--- src/rtl/exc_pkg.sv ---
// Shared types and helpers for the exception resolver.
// Assumes priorities fit a 10-bit signed value (-3 .. 0x100).
package exc_pkg;
    localparam int PW        = 10;
    localparam int FIRST_EXT = 16;
    localparam int V_HARD    = 3;
    localparam int FAULT_HI  = 13;

    typedef logic signed [PW-1:0] prio_t;

    localparam prio_t NO_EXC = 10'sd256;

    // Clear the subpriority bits of a non-negative priority.
    function automatic prio_t group_mask(prio_t p, logic [2:0] pg);
        logic [PW-1:0] m;
        m = {PW{1'b1}} << ({1'b0, pg} + 4'd1);
        if (p < 0) return p;
        return p & prio_t'(m);
    endfunction
endpackage

--- src/rtl/exc_scan.sv ---
// Combinational scan over all vectors: winning pending vector, its
// priority, group-masked active priority and the summary flags.
// Assumes vector 0 is unused; only a strictly lower value replaces the best.
module exc_scan
    import exc_pkg::*;
#(
    parameter int N  = 32,
    parameter int VW = 5
) (
    input  logic [N-1:0]         pend,
    input  logic [N-1:0]         en,
    input  logic [N-1:0]         act,
    input  logic [N-1:0][PW-1:0] prio,
    input  logic [2:0]           pg,
    output logic [VW-1:0]        best_vec,
    output prio_t                best_prio,
    output prio_t                act_prio,
    output logic                 base_ok,
    output logic                 isr_any
);
    prio_t amin;

    // Linear minimum search over vectors 1..N-1.
    always_comb begin
        best_vec  = '0;
        best_prio = NO_EXC;
        amin      = NO_EXC;
        for (int i = 1; i < N; i++) begin
            if (pend[i] && en[i] && prio_t'(prio[i]) < best_prio) begin
                best_prio = prio_t'(prio[i]);
                best_vec  = VW'(i);
            end
            if (act[i] && prio_t'(prio[i]) < amin)
                amin = prio_t'(prio[i]);
        end
        act_prio = group_mask(amin, pg);
        base_ok  = ($countones(act) <= 1);
        isr_any  = |pend[N-1:FIRST_EXT];
    end
endmodule

--- src/rtl/exc_exec_prio.sv ---
// Execution priority from the processor mask inputs and the active priority.
// Assumes the mask inputs are stable for the cycle they are used in.
module exc_exec_prio
    import exc_pkg::*;
(
    input  logic       faultmask,
    input  logic       primask,
    input  logic [7:0] basepri,
    input  logic [2:0] pg,
    input  prio_t      act_prio,
    output prio_t      exec_prio
);
    prio_t run;

    // Select the running priority, then take the lower of it and the active one.
    always_comb begin
        if (faultmask)           run = -10'sd1;
        else if (primask)        run = 10'sd0;
        else if (basepri != '0)  run = group_mask(prio_t'({2'b00, basepri}), pg);
        else                     run = NO_EXC;
        exec_prio = (run < act_prio) ? run : act_prio;
    end
endmodule

--- src/rtl/exc_resolver.sv ---
// Exception state holder and resolver. It holds enable/pending/active bits,
// priorities and external line levels, and registers the scan result each cycle.
// Assumes ack is only meaningful while irq_req is high.
module exc_resolver
    import exc_pkg::*;
#(
    parameter int NUM_EXT = 16,
    localparam int N      = NUM_EXT + FIRST_EXT,
    localparam int VW     = $clog2(N)
) (
    input  logic               clk,
    input  logic               rst_n,
    input  logic [NUM_EXT-1:0] ext_line,
    input  logic               cfg_we,
    input  logic [VW-1:0]      cfg_vec,
    input  logic               cfg_en,
    input  logic [7:0]         cfg_prio,
    input  logic [2:0]         prigroup,
    input  logic               faultmask,
    input  logic               primask,
    input  logic [7:0]         basepri,
    input  logic               sw_pend,
    input  logic [VW-1:0]      sw_vec,
    input  logic               ack,
    input  logic               cmpl_valid,
    input  logic [VW-1:0]      cmpl_vec,
    output logic               irq_req,
    output logic [VW-1:0]      pend_vec,
    output logic [VW-1:0]      active_vec,
    output logic               rettobase,
    output logic               isr_pending,
    output logic               cmpl_done,
    output logic               cmpl_illegal,
    output logic               cmpl_to_base,
    output logic               forced,
    output logic               lockup
);
    localparam logic [N-1:0] EN_RST = N'((1 << 2) | (1 << 3) | (1 << 11) |
                                         (1 << 12) | (1 << 14) | (1 << 15));

    logic [N-1:0]         en_q, pend_q, act_q, en_n, pend_n, act_n;
    logic [NUM_EXT-1:0]   level_q, rise;
    logic [N-1:0][PW-1:0] eff;
    logic [N-1:0]         lvl_full;
    logic [VW-1:0]        s_vec;
    prio_t                s_prio, s_act, act_prio_q, exec_prio;
    logic                 s_base, s_isr;
    logic                 ack_ok, cmpl_in, cmpl_ok, sw_ok, esc, sw_fault;
    logic [VW-1:0]        sw_target;

    // Fixed priorities for vectors 0..3.
    assign eff[0] = NO_EXC;
    assign eff[1] = -10'sd3;
    assign eff[2] = -10'sd2;
    assign eff[3] = -10'sd1;

    // Programmable priority register per configurable vector.
    for (genvar g = 4; g < N; g++) begin : g_pri
        logic [7:0] pr_q;
        always_ff @(posedge clk) begin
            if (!rst_n)                                  pr_q <= '0;
            else if (cfg_we && cfg_vec == VW'(g))        pr_q <= cfg_prio;
        end
        assign eff[g] = {2'b00, pr_q};
    end

    exc_scan #(.N(N), .VW(VW)) u_scan (
        .pend(pend_q), .en(en_q), .act(act_q), .prio(eff), .pg(prigroup),
        .best_vec(s_vec), .best_prio(s_prio), .act_prio(s_act),
        .base_ok(s_base), .isr_any(s_isr)
    );

    exc_exec_prio u_exec (
        .faultmask(faultmask), .primask(primask), .basepri(basepri),
        .pg(prigroup), .act_prio(act_prio_q), .exec_prio(exec_prio)
    );

    assign rise     = ext_line & ~level_q;
    assign lvl_full = {level_q, {FIRST_EXT{1'b0}}};
    assign ack_ok   = ack && irq_req && pend_q[pend_vec] && en_q[pend_vec];
    assign cmpl_in  = cmpl_valid && (32'(cmpl_vec) < N);
    assign cmpl_ok  = cmpl_in && act_q[cmpl_vec];
    assign sw_ok    = sw_pend && (32'(sw_vec) < N) && (sw_vec >= VW'(2));

    // Escalation decision for synchronous faults.
    always_comb begin
        sw_fault  = (sw_vec >= VW'(V_HARD)) && (sw_vec <= VW'(FAULT_HI));
        esc       = sw_ok && sw_fault &&
                    (prio_t'(eff[sw_vec]) >= exec_prio || !en_q[sw_vec]);
        sw_target = esc ? VW'(V_HARD) : sw_vec;
    end

    // Next state of the per-vector bits from all events of this cycle.
    always_comb begin
        en_n   = en_q;
        pend_n = pend_q | {rise, {FIRST_EXT{1'b0}}};
        act_n  = act_q;
        if (cfg_we && cfg_vec >= VW'(4) && 32'(cfg_vec) < N)
            en_n[cfg_vec] = cfg_en;
        if (ack_ok) begin
            act_n[pend_vec]  = 1'b1;
            pend_n[pend_vec] = 1'b0;
        end
        if (cmpl_ok) begin
            act_n[cmpl_vec] = 1'b0;
            if (lvl_full[cmpl_vec]) pend_n[cmpl_vec] = 1'b1;
        end
        if (sw_ok) pend_n[sw_target] = 1'b1;
    end

    // State registers and registered scan results.
    always_ff @(posedge clk) begin
        if (!rst_n) begin
            en_q <= EN_RST;  pend_q <= '0;  act_q <= '0;  level_q <= '0;
            irq_req <= 1'b0; pend_vec <= '0; active_vec <= '0;
            act_prio_q <= NO_EXC; rettobase <= 1'b1; isr_pending <= 1'b0;
            cmpl_done <= 1'b0; cmpl_illegal <= 1'b0; cmpl_to_base <= 1'b0;
            forced <= 1'b0; lockup <= 1'b0;
        end else begin
            en_q <= en_n;  pend_q <= pend_n;  act_q <= act_n;  level_q <= ext_line;
            irq_req     <= (s_prio < s_act);
            pend_vec    <= s_vec;
            act_prio_q  <= s_act;
            rettobase   <= s_base;
            isr_pending <= s_isr;
            if (ack_ok) active_vec <= pend_vec;
            cmpl_done    <= cmpl_ok;
            cmpl_illegal <= cmpl_valid && !cmpl_ok;
            cmpl_to_base <= cmpl_ok && s_base;
            if (esc) forced <= 1'b1;
            lockup       <= esc && (exec_prio < 0);
        end
    end

    // a request always names a real vector.
    a_r1_no_vec0_request: assert property (@(posedge clk) disable iff (!rst_n)
        irq_req |-> pend_vec != '0);
    // the acknowledged vector is active afterwards.
    a_r7_ack_activates: assert property (@(posedge clk) disable iff (!rst_n)
        (ack_ok && !(cmpl_valid && cmpl_vec == pend_vec)) |=> act_q[$past(pend_vec)]);
    // completing an inactive vector is flagged.
    a_r8_illegal_flag: assert property (@(posedge clk) disable iff (!rst_n)
        (cmpl_in && !act_q[cmpl_vec]) |=> cmpl_illegal);
    // two or more active handlers clear the base flag.
    a_r8_base_two_active: assert property (@(posedge clk) disable iff (!rst_n)
        ($countones(act_q) >= 2) |=> !rettobase);
    // the escalation flag stays set.
    a_r9_forced_sticky: assert property (@(posedge clk) disable iff (!rst_n)
        forced |=> forced);
    // lockup only follows an escalation.
    a_r10_lockup_forced: assert property (@(posedge clk) disable iff (!rst_n)
        lockup |-> forced);
endmodule

--- config.mk ---
export PLATFORM = sky130hd
export DESIGN_NAME = exc_resolver
export DESIGN_NICKNAME = d
export VERILOG_FILES = /design/src/rtl/exc_pkg.sv /design/src/rtl/exc_scan.sv /design/src/rtl/exc_exec_prio.sv /design/src/rtl/exc_resolver.sv
export SDC_FILE = /design/constraint.sdc
export NUM_CORES = 2
export LEC_CHECK = 0
export BUFFER_PORTS_ARGS = -buffer_cell sky130_fd_sc_hd__buf_2
export CAP_MARGIN = 5
export CORE_MARGIN = 3
export CORE_UTILIZATION = 35
export CTS_BUF_LIST = sky130_fd_sc_hd__clkbuf_2 sky130_fd_sc_hd__clkbuf_4 sky130_fd_sc_hd__clkbuf_8
export CTS_CLUSTER_DIAMETER = 100
export CTS_CLUSTER_SIZE = 12
export DETAILED_ROUTE_END_ITERATION = 16
export SLEW_MARGIN = 20
export SYNTH_ARGS = -nofsm -noshare
export SYNTH_HDL_FRONTEND = slang
export SYNTH_SLANG_ARGS = --single-unit
--- constraint.sdc ---
create_clock -name clk -period 122.4 [get_ports clk]
set_clock_uncertainty 0.15 [all_clocks]
set_input_delay 0 -clock clk [delete_from_list [all_inputs] [get_ports clk]]
set_output_delay 0 -clock clk [all_outputs]
set_load 0.01 [all_outputs]
# ---- Yosys cells after proc, flatten, opt, wreduce, memory -nomap -nowiden
# Cells that the tools add are included.
dict set report op_classes {
  n_addsub 32
  magnitude_cmp 79
  eq_ne 28
  shift 1
  muxes 128
  n_bitwise 12
  n_reduce_logical 140
}
# op n
set op_table {}
lappend op_table {{two-way mux 10 bit} 69}
lappend op_table {{less-than comparator 9 x 10 -> 1 bit} 56}
lappend op_table {{adder 32 bit} 15}
lappend op_table {{two-way mux 32 bit} 6}
lappend op_table {{logical AND 1 bit} 135}
lappend op_table {{bitwise OR 32 bit} 4}
lappend op_table {{two-way mux 5 bit} 17}
lappend op_table {{equality test 5 bit (second input constant)} 16}
lappend op_table {{bitwise AND 32 bit} 2}
lappend op_table {{inverter 32 bit} 2}
lappend op_table {{binary-select mux 10 bit (select 5 bit)} 1}
lappend op_table {{equality test 5 x 4 -> 1 bit (second input constant)} 8}
lappend op_table {{adder 1 x 1 -> 2 bit} 16}
lappend op_table {{bitwise mux 32 bit} 1}
lappend op_table {{<= comparator 32 x 2 -> 1 bit (second input constant)} 1}
lappend op_table {{two-way mux 4 bit} 8}
lappend op_table {{less-than comparator 5 x 6 -> 1 bit (second input constant)} 5}
lappend op_table {{binary-select mux 1 bit (select 5 bit)} 5}
lappend op_table {{demux 1 bit (select 5 bit)} 4}
lappend op_table {{equality test 5 x 3 -> 1 bit (second input constant)} 4}
lappend op_table {{greater-or-equal comparator 5 x 1 -> 1 bit (second input constant)} 4}
lappend op_table {{less-than comparator 1 x 10 -> 1 bit (first input constant)} 2}
lappend op_table {{less-than comparator 10 x 1 -> 1 bit (second input constant)} 2}
lappend op_table {{less-than comparator 10 bit} 2}
lappend op_table {{other kinds (18)} 35}
dict set report word_totals {
  register_bits 364
  in_bits 59
  output_inout_bits 18
  wordCells 463
}

# ---- Longest topological paths before layout
dict set report depth {
  depth_word 95
  mapped_depth 333
  depth_no_buf 308
}

# ---- Hierarchy
# Synthesis repeated with hierarchy kept, for this count alone.
dict set report unflattened {
  cells_unflattened 5632
  area_unflattened_um2 44156.1
}
# mod n_inst cells_per_inst area_each_um2 seq_area_each_um2
set by_module_without_submodules {}
lappend by_module_without_submodules {exc_scan 1 3934 26700.6 0.0}
lappend by_module_without_submodules {exc_resolver 1 1620 16862.4 7287.0}
lappend by_module_without_submodules {exc_exec_prio 1 78 593.1 0.0}

# ---- Worst setup path before layout
# Ideal clock, no wire load.
dict set report synth_path {
  path_type {reg2reg}
  from {reg pend_q[2]}
  to {reg irq_req}
  setup_ps 87
  arrival_ps 49848
  required_time_ps 122163
  slack_ps 72315
  stages_incl_launch_ff 318
  path_buffers 24
  period_less_slack_ps 50085
  cell_sequence {dfxtp_1 -> a22oi_1 -> and2_1 -> clkbuf_1 -> clkinv_1 -> a21oi_1 -> ha_1 -> a21o_1 -> a21o_1 -> a21o_1 -> a21o_1 -> a21o_1 -> a21oi_1 -> o21ai_0 -> clkbuf_1 -> nand2_1 -> o21ai_0 -> ha_1 -> [... 282 more ...] -> nor2_1 -> a21oi_1 -> clkbuf_1 -> mux2i_1 -> ha_1 -> a21oi_1 -> nor2b_1 -> o21ai_0 -> nand2b_1 -> a21oi_1 -> nor2b_1 -> o21ai_0 -> nand2b_1 -> a21oi_1 -> o311ai_0 -> o21ai_0 -> nand2_1 -> o31ai_1}
}
dict set report synth_via {
  elab_chain_cells 91
}
# element line_no
set synth_lines {}
lappend synth_lines {{start: declaration} exc_resolver.sv:41} ;# logic [N-1:0] en_q, pend_q, act_q, en_n, pend_n, act_n;
lappend synth_lines {{start signal: assignment} exc_resolver.sv:120} ;# en_q <= en_n; pend_q <= pend_n; act_q <= act_n; level_q <= ext_line;
lappend synth_lines {{logical AND 1 bit * (2 in a row)} exc_scan.sv:29} ;# if (pend[i] && en[i] && prio_t'(prio[i]) < best_prio) begin
lappend synth_lines {{two-way mux 10 bit *} exc_scan.sv:29}
lappend synth_lines {{less-than comparator 1 x 10 -> 1 bit} exc_scan.sv:29}
lappend synth_lines {{logical AND 1 bit} exc_scan.sv:29}
lappend synth_lines {{two-way mux 10 bit *} exc_scan.sv:29}
lappend synth_lines {{less-than comparator 9 x 10 -> 1 bit} exc_scan.sv:29}
lappend synth_lines {{logical AND 1 bit} exc_scan.sv:29}
lappend synth_lines {{two-way mux 10 bit *} exc_scan.sv:29}
lappend synth_lines {{[... 74 more ...]} -}
lappend synth_lines {{two-way mux 10 bit *} exc_scan.sv:29}
lappend synth_lines {{less-than comparator 9 x 10 -> 1 bit} exc_scan.sv:29}
lappend synth_lines {{logical AND 1 bit} exc_scan.sv:29}
lappend synth_lines {{two-way mux 10 bit *} exc_scan.sv:29}
lappend synth_lines {{less-than comparator 9 x 10 -> 1 bit} exc_scan.sv:29}
lappend synth_lines {{logical AND 1 bit} exc_scan.sv:29}
lappend synth_lines {{two-way mux 10 bit *} exc_scan.sv:29}
lappend synth_lines {{less-than comparator 10 bit *} exc_resolver.sv:121} ;# irq_req <= (s_prio < s_act);
lappend synth_lines {{end signal: assignment} exc_resolver.sv:121}
lappend synth_lines {{end: declaration} exc_resolver.sv:27} ;# output logic irq_req,
# Mark *: on every way between the ends. The rest lies on a longest branch, timed or not.
# A chain may end at the register's enable or synchronous reset.

# ---- Final worst setup path
# Ends and elaborated chain as after synthesis.

==> results.yml <==
run_status:
  outcome: "finished, final reports clean"
clocking:
  cts_made_buffers: 36
  cts_setup_buffers: 0
  cts_sinks: 364
  cts_tree: "done"
  postCtsResizedCells: 0
  clk_latency_ps: 670
  clock_path_buffers: 3
  clk_pin_slew_ps: 100
  cts_root_buf: "clkbuf_8"
  htree_levels: 2
placement:
  place_hpwl_um: 103000
  io_buffers: 76
  gp_congestion: 0.929
detailed_routing:
  drt_drc_violations_left: 0
  drt-vias-per-instance: 5.92
  drtAntennaViolNets: 0
  wl_per_cell_um: 22.5
  firstDrtPassIters: 9
  dr_total_vias: 35700
  drtIter0Drc: 3257
  drt-total-wl_um: 136000
yosys:
  synth_edf_count: 0
  ys.flop_type: "dfxtp_1"
  yosys_register_bits: 364
  syn_area_um2: 37100
  async_flop_share_pct: 0
  synth_cell_types: 127
  avgSynthCellArea_um2: 7.94
  yosys_warnings: 0
  synth_seq_area_share_pct: 19.7
  synth_nets: 5134
  synth_cells: 4666
die:
  coreArea_um2: 104000
  start_util_pct: 35.5
  die_area_um2: 110000
  fp-row-count: 118
  dieHeight_um: 331
  ioPinCount: 77
  die_x_um: 331
timing:
  worstMarginPinSlew_ps: 1230
  min_period_ps: 58910
  fmax_mhz: 17.0
  fin_tns_setup_ps: 0
  rsz0062_at_grt: "no"
  fin_crit_sh_pct: 48.1
  setup_violations: 0
  relSlewSlack_pct: 18.2
  hold_violations: 0
  maxSlewViolCount: 0
critical_path:
  cp_max_fo: 17
  worstPathRequired_ps: 122790
  critPathLaunch: "pend_q[2]"
  critical-path-slowest-cell: "a21oi_1"
  reg2reg_from: "pend_q[2]"
  arrival_ps: 59300
  crit_path_max_incr_delay_ps: 840
  crit_path_end_kind: "register"
  cpMostUsedCell: "a21oi_1"
  critPathKind: "register to register"
  start_kind: "register"
layout:
  drive_above_1_share_pct: 9.59
  layout_common_cells: "nor2_1 (653), inv_1 (385), ha_1 (383), mux2i_1 (376), dfxtp_1 (363)"
  fin_nets: 5119
  layout_commonest_cell: "nor2_1"
  synthToLayoutAreaGrowth_pct: 7.24
hold_path:
  hp-class: "input pin to register"
  hold_start: "ext_line[10]"
power_and_ir_drop:
  p_leak_nw: 17.2
  power_density_nw_per_um2: 6.18
  power_mw: 0.246
  ir_worst_vdd_v: 0.00000743
grt:
  grt_pass1_wl_um: 208000
  grt_usage_pct: 23.7
  grt_overflow: 0
  antenna_found_initial: 5
  grt_pass1_vias: 33900
  grt_max_degree: 134
job:
  cap_violations: 0
## sequential cells by signal (all words and copies together) (netlist names), 5 cells and up
signal      flops
level_q        16
en_q           32
act_prio_q     10
g_pri.pr_q    224
active_vec      5
pend_vec        5
act_q          32
pend_q         32
## layer usage
layer / global-route usage [%] / routed length, um / up-vias
met4: 7.61 / 4600 / 2
met3: 3.04 / 10300 / 243
li1: - / - / 16800
met5: 0 / 13 / -
met1: 32.4 / 59400 / 17200
met2: 38.6 / 61400 / 1442
## kinds of logic (layout without fill, tap and decap cells)
kind of cell,count (synthesis),count (layout),synth area share (%)
and+or+nand+nor,1504,1504,18.4
xor gates and xnor gates,26,26,0.615
AOI/OAI and AO/OA,1192,1192,22.0
DFF,364,364,19.7
muxes,540,540,18.3
adders and majority gates,413,413,14.4
other,0,5,0
buffers and inverters,627,613,6.63
## cell type report
cell class / count / area [um2]
well taps: 1380 / 1730
multi-input cells: 3675 / 27300
fillers: 10800 / 64500
inverters: 391 / 1480
flip-flops and latches: 364 / 7290
repair buffers: 183 / 1370
clock inverters: 1 / 8.76
clock buffers: 38 / 523
diodes: 5 / 12.5
## cells in the mapped netlist (14+ instances only)
cell type	instances	area share, %
or3_1	19	0.32
a211oi_1	38	0.77
fa_1	26	1.4
and2_1	47	0.79
buf_2	23	0.31
o22ai_1	40	0.68
a21o_1	76	1.5
nand4_1	34	0.57
a31oi_1	34	0.57
o221a_2	37	1.1
nor2_1	654	6.6
nand3_1	101	1.4
o31ai_1	20	0.41
nor4_1	22	0.37
nand2_1	351	3.6
or2_2	23	0.39
nand2b_1	53	0.89
o211ai_1	36	0.73
nor2b_1	44	0.74
o21ai_0	253	3.4
and3_1	28	0.47
mux2_2	54	1.6
nand3b_1	19	0.38
clkbuf_1	170	1.7
a31o_2	16	0.38
xnor2_1	18	0.43
o21a_1	46	0.93
a2111oi_0	14	0.33
a21oi_1	325	4.4
dfxtp_1	364	20
a211o_1	21	0.50
mux2i_1	376	10
nor3_1	62	0.84
o21bai_1	14	0.28
ha_1	383	13
inv_1	386	3.9
buf_1	24	0.24
mux4_2	101	6.1
## critical path: cells and delay by family, from the launching register on
family                     cells  cell delay, ps
AOI/OAI and AO/OA            151           31430
adders and majority gates     28            7790
buffers and inverters         25            2790
muxes                         10            3290
DFF                            1             340
and+or+nand+nor               73           12870
## stage by stage
step	hold WS (ps)	utilization, %	cells	setup slack [ps]	area [um2]
global route	20.1	38.1	6033	57320	39700
CTS	3.51	38.1	6032	63740	39700
global placement	85.2	36.9	5919	63360	38400
floorplan	-36.2	-	4666	72320	37100
detailed placement	93.5	36.9	5919	64000	38400
finish	34.9	38.1	6037	63490	39700
## report_power, final
part	internal (mW)	switching, mW
clock	0.0279	0.0478
sequential	0.120	0.00315
combinational	0.0185	0.0283
total	0.166	0.0793
## what timing repair did
action / in CTS / in global routing
endpoints found under the hold margin: 274 / 0
setup endpoints to repair: 0 / 0
hold buffers: 74 / 0
## final timing paths
check / cells past startpoint / end / slack, ps
min reg2reg: 2 / pend_q[0] / 300
max: 287 / irq_req / 63490
min: 3 / level_q[10] / 30
max reg2reg: 287 / irq_req / 63490
Note: power is estimated with default switching activity, not from simulation.
